--- config.mk ---
export PLATFORM = sky130hd
export DESIGN_NAME = sbus_host
export DESIGN_NICKNAME = d
export VERILOG_FILES = /design/src/rtl/sbus_host_pkg.sv /design/src/rtl/sbus_phase_gen.sv /design/src/rtl/sbus_gap_timer.sv /design/src/rtl/sbus_irq_sync.sv /design/src/rtl/sbus_host.sv
export SDC_FILE = /design/constraint.sdc
export NUM_CORES = 1
export LEC_CHECK = 0
export BUFFER_PORTS_ARGS = -buffer_cell sky130_fd_sc_hd__clkbuf_2
export CAP_MARGIN = 15
export CORE_MARGIN = 2
export CORE_UTILIZATION = 39
export DETAILED_ROUTE_END_ITERATION = 10
export GPL_TIMING_DRIVEN = 1
export PLACE_DENSITY = 0.62
export SETUP_SLACK_MARGIN = 0.3
export SLEW_MARGIN = 10
export SYNTH_ARGS = -nofsm -noshare
export SYNTH_HDL_FRONTEND = slang
export SYNTH_SLANG_ARGS = --single-unit
--- constraint.sdc ---
create_clock -name clk -period 3.2 [get_ports clk]
set_clock_uncertainty 0.15 [all_clocks]
set_input_delay 0.48 -clock clk [delete_from_list [all_inputs] [get_ports clk]]
set_output_delay 0.48 -clock clk [all_outputs]
set_load 0.05 [all_outputs]
--- src/rtl/sbus_host_pkg.sv ---
package sbus_host_pkg;

   typedef enum logic [1:0] {
      ST_IDLE  = 2'd0,
      ST_LEAD  = 2'd1,
      ST_SHIFT = 2'd2
   } sbus_state_e;

endpackage

--- src/rtl/sbus_phase_gen.sv ---
module sbus_phase_gen #(
   parameter int DIV = 32
) (
   input  logic clk,
   input  logic rst_n,
   input  logic clear,
   input  logic run,
   output logic half_tick,
   output logic wrap_tick
);
   localparam int PH_W = $clog2(DIV);
   localparam int HALF = DIV / 2;

   if (DIV < 4 || (DIV % 2) != 0) begin : g_bad_div
      $error("sbus_phase_gen: DIV must be even and at least 4");
   end

   logic [PH_W-1:0] ph;

   always_ff @(posedge clk or negedge rst_n) begin
      if (!rst_n) begin
         ph <= '0;
      end else if (clear) begin
         ph <= '0;
      end else if (run) begin
         ph <= wrap_tick ? '0 : ph + PH_W'(1);
      end
   end

   assign half_tick = (ph == PH_W'(HALF - 1));
   assign wrap_tick = (ph == PH_W'(DIV - 1));

endmodule

--- src/rtl/sbus_gap_timer.sv ---
module sbus_gap_timer #(
   parameter int OFF_CYCLES = 20
) (
   input  logic clk,
   input  logic rst_n,
   input  logic arm,
   output logic open
);
   localparam int CNT_W = (OFF_CYCLES < 2) ? 1 : $clog2(OFF_CYCLES);

   if (OFF_CYCLES < 1) begin : g_bad_off
      $error("sbus_gap_timer: OFF_CYCLES must be at least 1");
   end

   logic [CNT_W-1:0] cnt;

   always_ff @(posedge clk or negedge rst_n) begin
      if (!rst_n) begin
         cnt <= '0;
      end else if (arm) begin
         cnt <= CNT_W'(OFF_CYCLES - 1);
      end else if (cnt != '0) begin
         cnt <= cnt - CNT_W'(1);
      end
   end

   assign open = (cnt == '0);

endmodule

--- src/rtl/sbus_irq_sync.sv ---
module sbus_irq_sync #(
   parameter int STAGES = 2
) (
   input  logic clk,
   input  logic rst_n,
   input  logic irq_n,
   output logic irq_flag
);
   if (STAGES < 2) begin : g_bad_stages
      $error("sbus_irq_sync: STAGES must be at least 2");
   end

   logic [STAGES-1:0] stage_q;

   for (genvar g = 0; g < STAGES; g++) begin : g_stage
      logic d_in;
      if (g == 0) begin : g_first
         assign d_in = irq_n;
      end else begin : g_next
         assign d_in = stage_q[g-1];
      end
      always_ff @(posedge clk or negedge rst_n) begin
         if (!rst_n) begin
            stage_q[g] <= 1'b1;
         end else begin
            stage_q[g] <= d_in;
         end
      end
   end

   assign irq_flag = ~stage_q[STAGES-1];

endmodule

--- src/rtl/sbus_host.sv ---
module sbus_host
   import sbus_host_pkg::*;
#(
   parameter int DIV         = 32,
   parameter int MAX_BYTES   = 4,
   parameter int BURST_W     = 8,
   parameter int OFF_CYCLES  = 20,
   parameter int SYNC_STAGES = 2,
   localparam int DATA_W     = MAX_BYTES * BURST_W,
   localparam int CNT_W      = $clog2(MAX_BYTES + 1)
) (
   input  logic              clk,
   input  logic              rst_n,
   input  logic              req_valid,
   output logic              req_ready,
   input  logic [BURST_W-1:0] req_addr,
   input  logic              req_write,
   input  logic [CNT_W-1:0]  req_nbytes,
   input  logic [DATA_W-1:0] req_wdata,
   input  logic              abort,
   output logic [DATA_W-1:0] rd_data,
   output logic              done,
   output logic              bus_sclk,
   output logic              bus_csn,
   output logic              bus_cmd,
   input  logic              bus_reply,
   input  logic              bus_irqn,
   output logic              irq_flag
);
   localparam int TX_W  = (MAX_BYTES + 1) * BURST_W;
   localparam int BIT_W = $clog2(TX_W);

   if (MAX_BYTES < 1) begin : g_bad_bytes
      $error("sbus_host: MAX_BYTES must be at least 1");
   end
   if (BURST_W < 2) begin : g_bad_burst
      $error("sbus_host: BURST_W must be at least 2");
   end

   sbus_state_e       state;
   logic [TX_W-1:0]   tx_sh;
   logic [DATA_W-1:0] rx_sh;
   logic [DATA_W-1:0] rd_q;
   logic [BIT_W-1:0]  bit_idx;
   logic [BIT_W-1:0]  last_bit;
   logic              is_write;
   logic              sclk_q, csn_q, cmd_q, done_q;

   logic              half_tick, wrap_tick, gap_open;
   logic              busy, accept, kill, lead_end, fin, data_phase;
   logic [CNT_W-1:0]  nb_eff;
   logic [DATA_W-1:0] wr_aligned;

   // byte count clamp and write data alignment (first byte sent sits at the top)
   assign nb_eff     = (req_nbytes > CNT_W'(MAX_BYTES)) ? CNT_W'(MAX_BYTES) : req_nbytes;
   assign wr_aligned = req_wdata << (BURST_W * (MAX_BYTES - int'(nb_eff)));

   assign busy       = (state != ST_IDLE);
   assign req_ready  = (state == ST_IDLE) && gap_open;
   assign accept     = req_ready && req_valid && !abort;
   assign kill       = busy && abort;
   assign lead_end   = (state == ST_LEAD) && half_tick;
   assign fin        = (state == ST_SHIFT) && wrap_tick && (bit_idx == last_bit);
   assign data_phase = (bit_idx >= BIT_W'(BURST_W));

   sbus_phase_gen #(.DIV(DIV)) u_phase (
      .clk       (clk),
      .rst_n     (rst_n),
      .clear     (accept || lead_end),
      .run       (busy),
      .half_tick (half_tick),
      .wrap_tick (wrap_tick)
   );

   sbus_gap_timer #(.OFF_CYCLES(OFF_CYCLES)) u_gap (
      .clk   (clk),
      .rst_n (rst_n),
      .arm   (fin || kill),
      .open  (gap_open)
   );

   sbus_irq_sync #(.STAGES(SYNC_STAGES)) u_irq (
      .clk      (clk),
      .rst_n    (rst_n),
      .irq_n    (bus_irqn),
      .irq_flag (irq_flag)
   );

   always_ff @(posedge clk or negedge rst_n) begin
      if (!rst_n) begin
         state    <= ST_IDLE;
         tx_sh    <= '0;
         rx_sh    <= '0;
         rd_q     <= '0;
         bit_idx  <= '0;
         last_bit <= '0;
         is_write <= 1'b0;
         sclk_q   <= 1'b1;
         csn_q    <= 1'b1;
         cmd_q    <= 1'b0;
         done_q   <= 1'b0;
      end else begin
         done_q <= 1'b0;
         if (kill) begin
            state  <= ST_IDLE;
            csn_q  <= 1'b1;
            sclk_q <= 1'b1;
            cmd_q  <= 1'b0;
         end else begin
            unique case (state)
               ST_IDLE: begin
                  if (accept) begin
                     state    <= ST_LEAD;
                     csn_q    <= 1'b0;
                     tx_sh    <= {req_addr, (req_write ? wr_aligned : DATA_W'(0))};
                     rx_sh    <= '0;
                     bit_idx  <= '0;
                     last_bit <= BIT_W'((int'(nb_eff) + 1) * BURST_W - 1);
                     is_write <= req_write;
                  end
               end
               ST_LEAD: begin
                  if (half_tick) begin
                     state  <= ST_SHIFT;
                     sclk_q <= 1'b0;
                     cmd_q  <= tx_sh[TX_W-1];
                     tx_sh  <= tx_sh << 1;
                  end
               end
               ST_SHIFT: begin
                  if (half_tick) begin
                     sclk_q <= 1'b1;
                     if (data_phase && !is_write) begin
                        rx_sh <= {rx_sh[DATA_W-2:0], bus_reply};
                     end
                  end
                  if (wrap_tick) begin
                     if (fin) begin
                        state  <= ST_IDLE;
                        csn_q  <= 1'b1;
                        cmd_q  <= 1'b0;
                        done_q <= 1'b1;
                        if (!is_write) begin
                           rd_q <= rx_sh;
                        end
                     end else begin
                        bit_idx <= bit_idx + BIT_W'(1);
                        sclk_q  <= 1'b0;
                        cmd_q   <= tx_sh[TX_W-1];
                        tx_sh   <= tx_sh << 1;
                     end
                  end
               end
               default: state <= ST_IDLE;
            endcase
         end
      end
   end

   assign bus_sclk = sclk_q;
   assign bus_csn  = csn_q;
   assign bus_cmd  = cmd_q;
   assign done     = done_q;
   assign rd_data  = rd_q;

endmodule

### Word level (Yosys, flattened, before mapping)

Index checks and enable logic that the tools add are counted.

* equal/unequal tests: 15
* multipliers: 0
* reduce and logical (&&, ||, !) cells: 31
* shift operators: 1
* mux-type cells: 46
* add/subtract/negate cells: 6
* order comparisons: 2
* div/mod/pow operators: 0
* bitwise gates (word level): 3

Operators by type and width (count)
* $mux W40: 4
* $mux W32: 4
* $pmux W40 S3: 1
* $pmux W32 S2: 1
* $shl A32 B32 Y32: 1
* $mux W5: 5
* $mux W6: 3
* $mux W1: 17
* $reduce_and A5 Y1: 3
* $pmux W6 S2: 1
* $mux W2: 5
* $ne A3 B3 Y1 const B: 3
* $reduce_bool A3 Y1: 3
* $logic_and A1 B1 Y1: 8
* $ne A2 B2 Y1 const B: 4
* $reduce_and A4 Y1: 2
* $reduce_bool A2 Y1: 4
* $add A6 B1 Y6 const B: 1
* $eq A6 B6 Y1: 1
* $ge A6 B4 Y1 const B: 1
* $pmux W1 S2: 3
* $pmux W2 S3: 1
* $reduce_and A3 Y1: 2
* $reduce_and A6 Y1: 1
* 20 further kinds: 25

* latch bits: 0
* bits of input ports: 50
* memory bits (read-only): 0
* register bits: 135
* output and inout bits: 38
* memories kept: 0
* memory bits (writable): 0

### Longest topological paths before layout

Gate-level depths: netlist (run 1).

* word-level depth: 7
* mapped depth: 10
* gate-level depth less buffers: 8

### Cells and area by module

Synthesis (run 1) repeated with hierarchy kept, for this count alone.

* cell total of the unflattened synthesis: 593
* area, all modules: 6627.6 µm²

By module, submodules not included
* sbus_host: cells an instance 538, seq. area each 3030.4 µm², area an instance 6025.8 µm², instances 1
* sbus_phase_gen: cells an instance 27, seq. area each 125.1 µm², area an instance 277.8 µm², instances 1
* sbus_gap_timer: cells an instance 25, seq. area each 125.1 µm², area an instance 267.8 µm², instances 1
* sbus_irq_sync: cells an instance 3, seq. area each 52.6 µm², area an instance 56.3 µm², instances 1

### Worst setup path after synthesis (run 1)

Ideal clock, no wire load.

* kind: input -> register
* from: input req_nbytes[0]
* to: register tx_sh[20]
* data arrival time: 2.393 ns
* required time: 2.925 ns
* stages on the path: 10
* path slack: 0.532 ns
* cell sequence: nor2b_1 -> clkbuf_1 -> clkinv_1 -> ha_1 -> nor3b_1 -> nand2_1 -> clkbuf_1 -> a21oi_1 -> a221o_1 -> mux2_2

* word-level cells in the longest chain between the ends: 7

RTL lines
* start: declaration: line sbus_host.sv:18 `input logic [CNT_W-1:0] req_nbytes,`
* $gt A3 B3 Y1: line sbus_host.sv:55 `assign nb_eff = (req_nbytes > CNT_W'(MAX_BYTES)) ? CNT_W'(MAX_BYTES) : req_nbytes;`
* $mux W3 (*): line sbus_host.sv:55
* $sub A3 B3 Y4 (*): line sbus_host.sv:56 `assign wr_aligned = req_wdata << (BURST_W * (MAX_BYTES - int'(nb_eff)));`
* $shl A32 B32 Y32 (*): line sbus_host.sv:56
* $mux W32 (*): line sbus_host.sv:115 `tx_sh <= {req_addr, (req_write ? wr_aligned : DATA_W'(0))};`
* $mux W40 (*): line sbus_host.sv:112 `if (accept) begin`
* $pmux W40 S3 (*): line sbus_host.sv:110 `unique case (state)`
* end signal: assignment: line sbus_host.sv:115
* end signal: assignment: line sbus_host.sv:127 `tx_sh <= tx_sh << 1;`
* end signal: assignment: line sbus_host.sv:150 `tx_sh <= tx_sh << 1;`
* end: declaration: line sbus_host.sv:41 `logic [TX_W-1:0] tx_sh;`

Every way passes the cells marked *; elsewhere a longest branch is shown, timed or not. The select of a mux whose other input is x is not followed.
A chain may end at the register's enable or synchronous reset.

### Worst setup path in the final report (run 1)

* from: register u_gap.cnt[0]
* to: register tx_sh[38]

* word-level cells in the longest chain between the ends: 6

RTL lines
* start: declaration: line sbus_gap_timer.sv:15 `logic [CNT_W-1:0] cnt;`
* start signal: assignment: line sbus_gap_timer.sv:21 `cnt <= CNT_W'(OFF_CYCLES - 1);`
* start signal: assignment: line sbus_gap_timer.sv:23 `cnt <= cnt - CNT_W'(1);`
* $logic_not A5 Y1: line sbus_gap_timer.sv:27 `assign open = (cnt == '0);`
* $logic_and A1 B1 Y1: line sbus_host.sv:59 `assign req_ready = (state == ST_IDLE) && gap_open;`
* $logic_and A1 B1 Y1 (2 in a row): line sbus_host.sv:60 `assign accept = req_ready && req_valid && !abort;`
* $ne A2 B2 Y1 (no source line)
* $reduce_and A6 Y1 (no source line)

Every way passes these cells.

==> results.rst, run 1 <==
.. list-table::
   :header-rows: 1

   * - Metric
     - Value
   * - Run status
     - complete, no violations
   * - Area share of the leading cell type in the synthesized netlist
     - 50.6%
   * - Number of detailed-route iterations in the first pass
     - 4
   * - Worst hold slack
     - 0.157 ns
   * - Ratio of cells with drive above 1 in the final layout
     - about a third
   * - Number of global-route vias before repair
     - 4586
   * - Wire length per cell after detailed routing
     - roughly 15 microns
   * - Maximum clock frequency
     - around 0.36 GHz
   * - Share of the clock period used by the worst path
     - 87.8%
   * - Most common library cell in the layout ignoring fill and taps
     - sky130_fd_sc_hd__dfrtp_1
   * - Area of the mapped netlist
     - 6380 sq um
   * - Area of the core region
     - 15900 sq um
   * - Count of input and output buffers
     - between 80 and 90
   * - Critical Path Sink Type
     - register
   * - Antenna Nets Post-Route
     - 0
   * - Clock period minus final worst setup slack
     - 2.81 ns
   * - NumNets Final
     - 740
   * - Biggest fanout along the worst timing path
     - 20
   * - Arrival time at the worst endpoint
     - between 2 and 3 ns
   * - Worst IR drop on VDD
     - approximately 0.00037 V
   * - Syn-to-layout area delta
     - 21.6%
   * - Reg clk slew, reported paths
     - 0.06 ns
   * - Clock root buffer
     - sky130_fd_sc_hd__clkbuf_16
   * - Number of enable-type register cells in the synthesized netlist
     - 0
   * - Max-capacitance violation count
     - 0
   * - Synthesis-stage register bit count
     - 133
   * - Wire length of the first global-routing pass
     - 23200 microns
   * - Count of warnings emitted by yosys
     - 0
   * - Maximum number of pins on one net before global-route repair
     - 65
   * - DR iter-0 viols
     - 395
   * - Total Routing Usage GR
     - about 16%
   * - Worst-case headroom to the max-slew limit
     - 57.0%
   * - Unrepaired setup endpoints after global routing
     - yes
   * - Deepest clock path buffer count
     - 2
   * - Number of unique standard cell types used by synthesis
     - between 50 and 60
   * - HPWL after DPL
     - 9360 microns
   * - Final max-slew violation count
     - 0
   * - Detailed Route WL
     - 14100 microns
   * - Area enclosed by the die boundary
     - 17400 sq um
   * - Cells taking the most area after synthesis
     - sky130_fd_sc_hd__dfrtp_1, sky130_fd_sc_hd__mux2_2, sky130_fd_sc_hd__nand2_1, sky130_fd_sc_hd__o21ai_0, sky130_fd_sc_hd__mux2i_1
   * - Share of async-settable or async-resettable flops after synthesis
     - 100%
   * - H-tree level count
     - 4
   * - Synthesized Nets
     - 647
   * - Class of the tightest hold or removal check
     - primary input to register
   * - Final Hold Fails
     - 0
   * - Most frequent cells in the layout
     - sky130_fd_sc_hd__dfrtp_1, sky130_fd_sc_hd__nand2_1, sky130_fd_sc_hd__clkbuf_2
   * - Detailed-route via count
     - 4665
   * - Sequential element share of the synthesized area
     - 52.2%
   * - Residual overflow from global routing
     - 0
   * - DR vias/cell
     - 5.14
   * - Gate count of the mapped netlist
     - between 500 and 600
   * - DIE HEIGHT
     - 132 microns
   * - Starting density of the core
     - 40.0%
   * - Clock latency on the worst-skew pair
     - 0.41 ns
   * - Cell taking the most area after synthesis
     - sky130_fd_sc_hd__dfrtp_1
   * - Weighted congestion at the end of routability-driven global placement
     - 0.854
   * - CTS Buf Count
     - 17
   * - Pwr per Cell Area
     - 732 nW/um^2
   * - Fin Setup TNS
     - 0 ns
   * - Required time at the worst-slack endpoint
     - 3.34 ns
   * - Number of I/O pins
     - 88
   * - Initial antenna violation count
     - 0
   * - Standard-cell row count
     - 46
   * - Number of antenna cells inserted
     - 0
   * - Clk sink count
     - approximately 130
   * - Finish-stage setup viols
     - 0
   * - Static leakage power
     - around 3.7 nW
   * - Width of the die
     - 132 microns
   * - Worst Tran Pin Value
     - roughly 0.64 ns
   * - Mapped Avg Cell Area
     - 10.9 sq um
   * - Startpoint-to-endpoint class of the critical path
     - register to register
   * - Final routed DRC violation total
     - 0
   * - CP Launch Type
     - register
   * - TritonCTS clock tree
     - built
   * - Leading register cell type out of synthesis
     - sky130_fd_sc_hd__dfrtp_1
[cell type report]
class | instances | area [sq um]
fill | 1512 | 8180
clock inverter | 12 | 151
sequential | 133 | 3330
multi-input combinational | 405 | 2840
tap | 216 | 270
clock buffer | 20 | 457
inverter | 14 | 52.6
timing repair buffer | 108 | 663
[cells by family (layout without fill, tap and decap cells)]
logic type	Yosys count	count (layout)	synth area share (%)
xor+xnor	8	8	1.10
mux	98	98	16.9
buf+inv	48	154	3.53
compound gates	116	116	11.9
simple gates	172	172	12.2
flops	133	133	52.2
fa+ha+maj	11	11	2.16
[state kept, by name, summed over array words and instances (netlist names)]
| register | cells |
|---|---|
| u_phase.ph | 5 |
| bus_csn | 1 |
| u_irq.g_stage.d_in | 1 |
| rd_data | 32 |
| bus_cmd | 1 |
| bus_sclk | 1 |
| last_bit | 4 |
| tx_sh | 40 |
| u_irq.stage_q | 1 |
| bit_idx | 6 |
| is_write | 1 |
| done | 1 |
| state | 2 |
| rx_sh | 32 |
| u_gap.cnt | 5 |
[where the power goes]
| group | switching, mW | internal (mW) | total, mW |
|---|---|---|---|
| clock | 0.720 | 1.26 | 1.98 |
| sequential | 0.178 | 1.97 | 2.14 |
| combinational | 0.862 | 0.695 | 1.56 |
[synth_stat cells, drive strengths merged (4+ instances only)]
cell / number
ha: 11
dfstp: 4
a21oi: 20
nand4: 4
o221ai: 8
a221o: 8
nand2b: 5
nand3: 5
a22o: 7
dfrtp: 129
buf: 15
o21ai: 48
clkbuf: 19
mux2i: 19
mux2: 79
nor3: 9
nor2: 17
xnor2: 7
nand2: 112
inv: 13
[stage by stage]
| stage | instances | cell area, sq um | worst slack [ns] | power [mW] | utilization, % |
|---|---|---|---|---|---|
| CTS | 905 | 7700 | 0.344 | 5.70 | 48.3 |
| detailed placement | 871 | 7080 | 0.376 | 3.67 | 44.4 |
| floorplan | 586 | 6380 | 0.532 | 3.31 | - |
| global placement | 871 | 7080 | 0.443 | 3.61 | 44.4 |
| global route | 908 | 7760 | 0.277 | 6.01 | 48.7 |
| finish | 908 | 7760 | 0.392 | 5.68 | 48.7 |
[critical path: stages (launching register included)]
cell	delay (ns)
sky130_fd_sc_hd__dfrtp_1	0.39
sky130_fd_sc_hd__inv_1	0.11
sky130_fd_sc_hd__ha_1	0.19
sky130_fd_sc_hd__or4b_4	0.50
sky130_fd_sc_hd__o21a_2	0.31
sky130_fd_sc_hd__nor4_4	0.28
sky130_fd_sc_hd__buf_4	0.18
sky130_fd_sc_hd__clkbuf_16	0.20
sky130_fd_sc_hd__mux2_2	0.36
[path summary, 6_finish.rpt]
path | cells past startpoint | from | end | slack (ns)
max | 8 | u_gap.cnt[0] | tx_sh[38] | 0.39
min | 3 | bus_reply | rx_sh[0] | 0.16
max reg2reg | 8 | u_gap.cnt[0] | tx_sh[38] | 0.39
min reg2reg | 0 | u_irq.g_stage[1].d_in | u_irq.stage_q[1] | 0.20
max in group asynchronous | 3 | rst_n | rx_sh[6] | 1.63
min in group asynchronous | 2 | rst_n | rd_data[17] | 0.43
[routing by layer]
metal,GRT usage (%),part of all wire (%),up-vias
met5,0,0,-
met4,5.07,0.80,0
met3,4.27,4.7,11
met2,26.1,48,103
met1,22.0,46,2284
li1,-,-,2267
[what timing repair did]
action / CTS / global route
resized for setup: 0 / 5
hold endpoints to repair: 52 / 0
setup endpoints to repair: 0 / 76
hold buffers: 2 / 0
setup buffers: 0 / 1
No activity file was read; power rests on OpenSTA's default activity.
==> run 2, diff against run 1 <==
Settings changed: CELL_PAD_IN_SITES_DETAIL_PLACEMENT from default to 0, CELL_PAD_IN_SITES_GLOBAL_PLACEMENT from default to 1, MAX_ROUTING_LAYER from default to met4, PLACE_DENSITY 0.62 to default, PLACE_DENSITY_LB_ADDON from default to 0.1.
==> run 2 against run 1 <==
Flip-flop and latch count is the same. Combinational power about the same. Clock-buffer cell count rose by 2. Utilization about the same. Power shrank 1.4%. Critical path depth unchanged. Global-route usage increased by 1.8 points. Critical path type unchanged. Largest cell class unchanged.
==> results.rst, run 2 (synthesis gave the netlist of run 1 again) <==
.. list-table::
   :header-rows: 1

   * - Metric
     - Value
   * - Startpoint-to-endpoint class of the critical path
     - register to register
   * - Count of input and output buffers
     - 87
   * - HPWL after DPL
     - 9800 microns
   * - Syn-to-layout area delta
     - 21.7%
   * - Pwr per Cell Area
     - 721 nW/um^2
   * - Finish-stage setup viols
     - 0
   * - CP Launch Type
     - register
   * - Max-capacitance violation count
     - 0
   * - Post-detailed-placement cell area
     - 7070 sq um
   * - Reg clk slew, reported paths
     - 0.06 ns
   * - Share of the clock period used by the worst path
     - just under 90%
   * - Worst Tran Pin Value
     - 0.728 ns
   * - Antenna Nets Post-Route
     - 0
   * - Residual overflow from global routing
     - 0
   * - Post-route standard cell area excluding fillers
     - 7770 sq um
   * - Critical Path Sink Type
     - register
   * - Worst IR drop on VDD
     - 0.000493 V
   * - Util after Layout
     - slightly below 50%
   * - DR iter-0 viols
     - around 230
   * - Clk sink count
     - between 100 and 150
   * - Final Hold Fails
     - 0
   * - Number of I/O pins
     - 88
   * - Wire length of the first global-routing pass
     - around 25000 microns
   * - Worst-case headroom to the max-slew limit
     - 51.4%
   * - Total Routing Usage GR
     - a little under a fifth
   * - Number of global-route vias before repair
     - 4854
   * - Static leakage power
     - 3.68 nW
   * - Initial antenna violation count
     - 0
   * - Most common library cell in the layout ignoring fill and taps
     - sky130_fd_sc_hd__dfrtp_1
   * - Placement-stage worst setup slack
     - around 0.34 ns
   * - Clock latency on the worst-skew pair
     - 0.41 ns
   * - Standard-cell row count
     - 46
   * - NumNets Final
     - between 700 and 800
   * - Final max-slew violation count
     - 0
   * - Worst setup slack after layout
     - a little under 0.4 ns
   * - Final routed DRC violation total
     - 0
   * - Maximum number of pins on one net before global-route repair
     - 65
   * - Register containing the most flip-flops in the final layout
     - tx_sh
   * - Area of the core region
     - 15900 sq um
   * - Ratio of cells with drive above 1 in the final layout
     - about a third
   * - Width of the die
     - 132 microns
   * - TritonCTS clock tree
     - built
   * - Run status
     - complete, no violations
   * - Arrival time at the worst endpoint
     - about 3.0 ns
   * - Deepest clock path buffer count
     - 2
   * - Starting density of the core
     - between 40% and 50%
   * - Largest register FFs
     - 40
   * - Unrepaired setup endpoints after global routing
     - no
   * - Fin Setup TNS
     - 0 ns
   * - DIE HEIGHT
     - roughly 130 microns
   * - Weighted congestion at the end of routability-driven global placement
     - between 0.8 and 0.9
   * - Area enclosed by the die boundary
     - approximately 17000 sq um
   * - Detailed Route WL
     - 14900 microns
   * - Required time at the worst-slack endpoint
     - 3.34 ns
   * - Class of the tightest hold or removal check
     - primary input to register
   * - Wire length per cell after detailed routing
     - 16.4 microns
   * - Maximum clock frequency
     - 0.356 GHz
   * - DR vias/cell
     - 5.12
   * - CTS Buf Count
     - 17
   * - Number of detailed-route iterations in the first pass
     - 4
   * - Clock period minus final worst setup slack
     - 2.81 ns
   * - Detailed-route via count
     - approximately 4.6k
   * - Most frequent cells in the layout
     - sky130_fd_sc_hd__dfrtp_1, sky130_fd_sc_hd__nand2_1, sky130_fd_sc_hd__clkbuf_2
   * - Clock root buffer
     - sky130_fd_sc_hd__clkbuf_16
   * - Number of antenna cells inserted
     - 0
   * - Worst hold slack
     - 0.153 ns
   * - H-tree level count
     - 4
   * - Biggest fanout along the worst timing path
     - 20
[run 2: timing repair]
action                                  CTS  global route
hold endpoints to repair                 55             0
setup buffers                             0             2
endpoints found under the setup margin    0            92
hold buffers                              2             0
gates resized for setup                   0             7
[run 2: worst paths after layout]
check | slack, ns | from | to | depth (start not counted)
worst max-delay path | 0.39 | u_gap.cnt[0] | tx_sh[22] | 8
worst min-delay path | 0.15 | bus_reply | rx_sh[0] | 3
worst max register to register | 0.39 | u_gap.cnt[0] | tx_sh[22] | 8
worst min register to register | 0.22 | u_irq.g_stage[1].d_in | u_irq.stage_q[1] | 0
max in group asynchronous | 1.70 | rst_n | rx_sh[11] | 3
min in group asynchronous | 0.45 | rst_n | rd_data[3] | 2
[run 2: worst max-delay path: stages (launching register included)]
cell	delay, ns
sky130_fd_sc_hd__dfrtp_1	0.39
sky130_fd_sc_hd__inv_1	0.11
sky130_fd_sc_hd__ha_1	0.19
sky130_fd_sc_hd__or4b_4	0.51
sky130_fd_sc_hd__o21a_2	0.32
sky130_fd_sc_hd__nor4_4	0.27
sky130_fd_sc_hd__buf_4	0.19
sky130_fd_sc_hd__clkbuf_16	0.20
sky130_fd_sc_hd__mux2_2	0.35
[run 2: report_power, final]
| group | switching (mW) | internal, mW | total [mW] |
|---|---|---|---|
| clock network | 0.693 | 1.22 | 1.91 |
| logic | 0.869 | 0.686 | 1.56 |
| registers | 0.170 | 1.97 | 2.14 |
| total | 1.73 | 3.87 | 5.60 |
[run 2: stage by stage]
step,power [mW],cells
after floorplan,3.31,586
after global placement,3.63,868
after detailed placement,3.67,868
after CTS,5.62,900
after global routing,5.94,905
final,5.60,905
[run 2: area by class of cell]
type	count	area (sq um)
fill	1501	8180
sequential	133	3330
multi-input combinational	405	2840
timing repair buffer	107	686
clock buffer	22	484
tap	216	270
clock inverter	8	98.8
inverter	14	52.6
[run 2: layer usage]
metal | track usage (%) | vias up | wire length, microns
met5 | - | - | 0
met4 | 5.13 | 0 | 121
met3 | 4.08 | 8 | 328
met1 | 24.3 | 2302 | 7410
met2 | 27.9 | 62 | 7010
li1 | - | 2263 | -
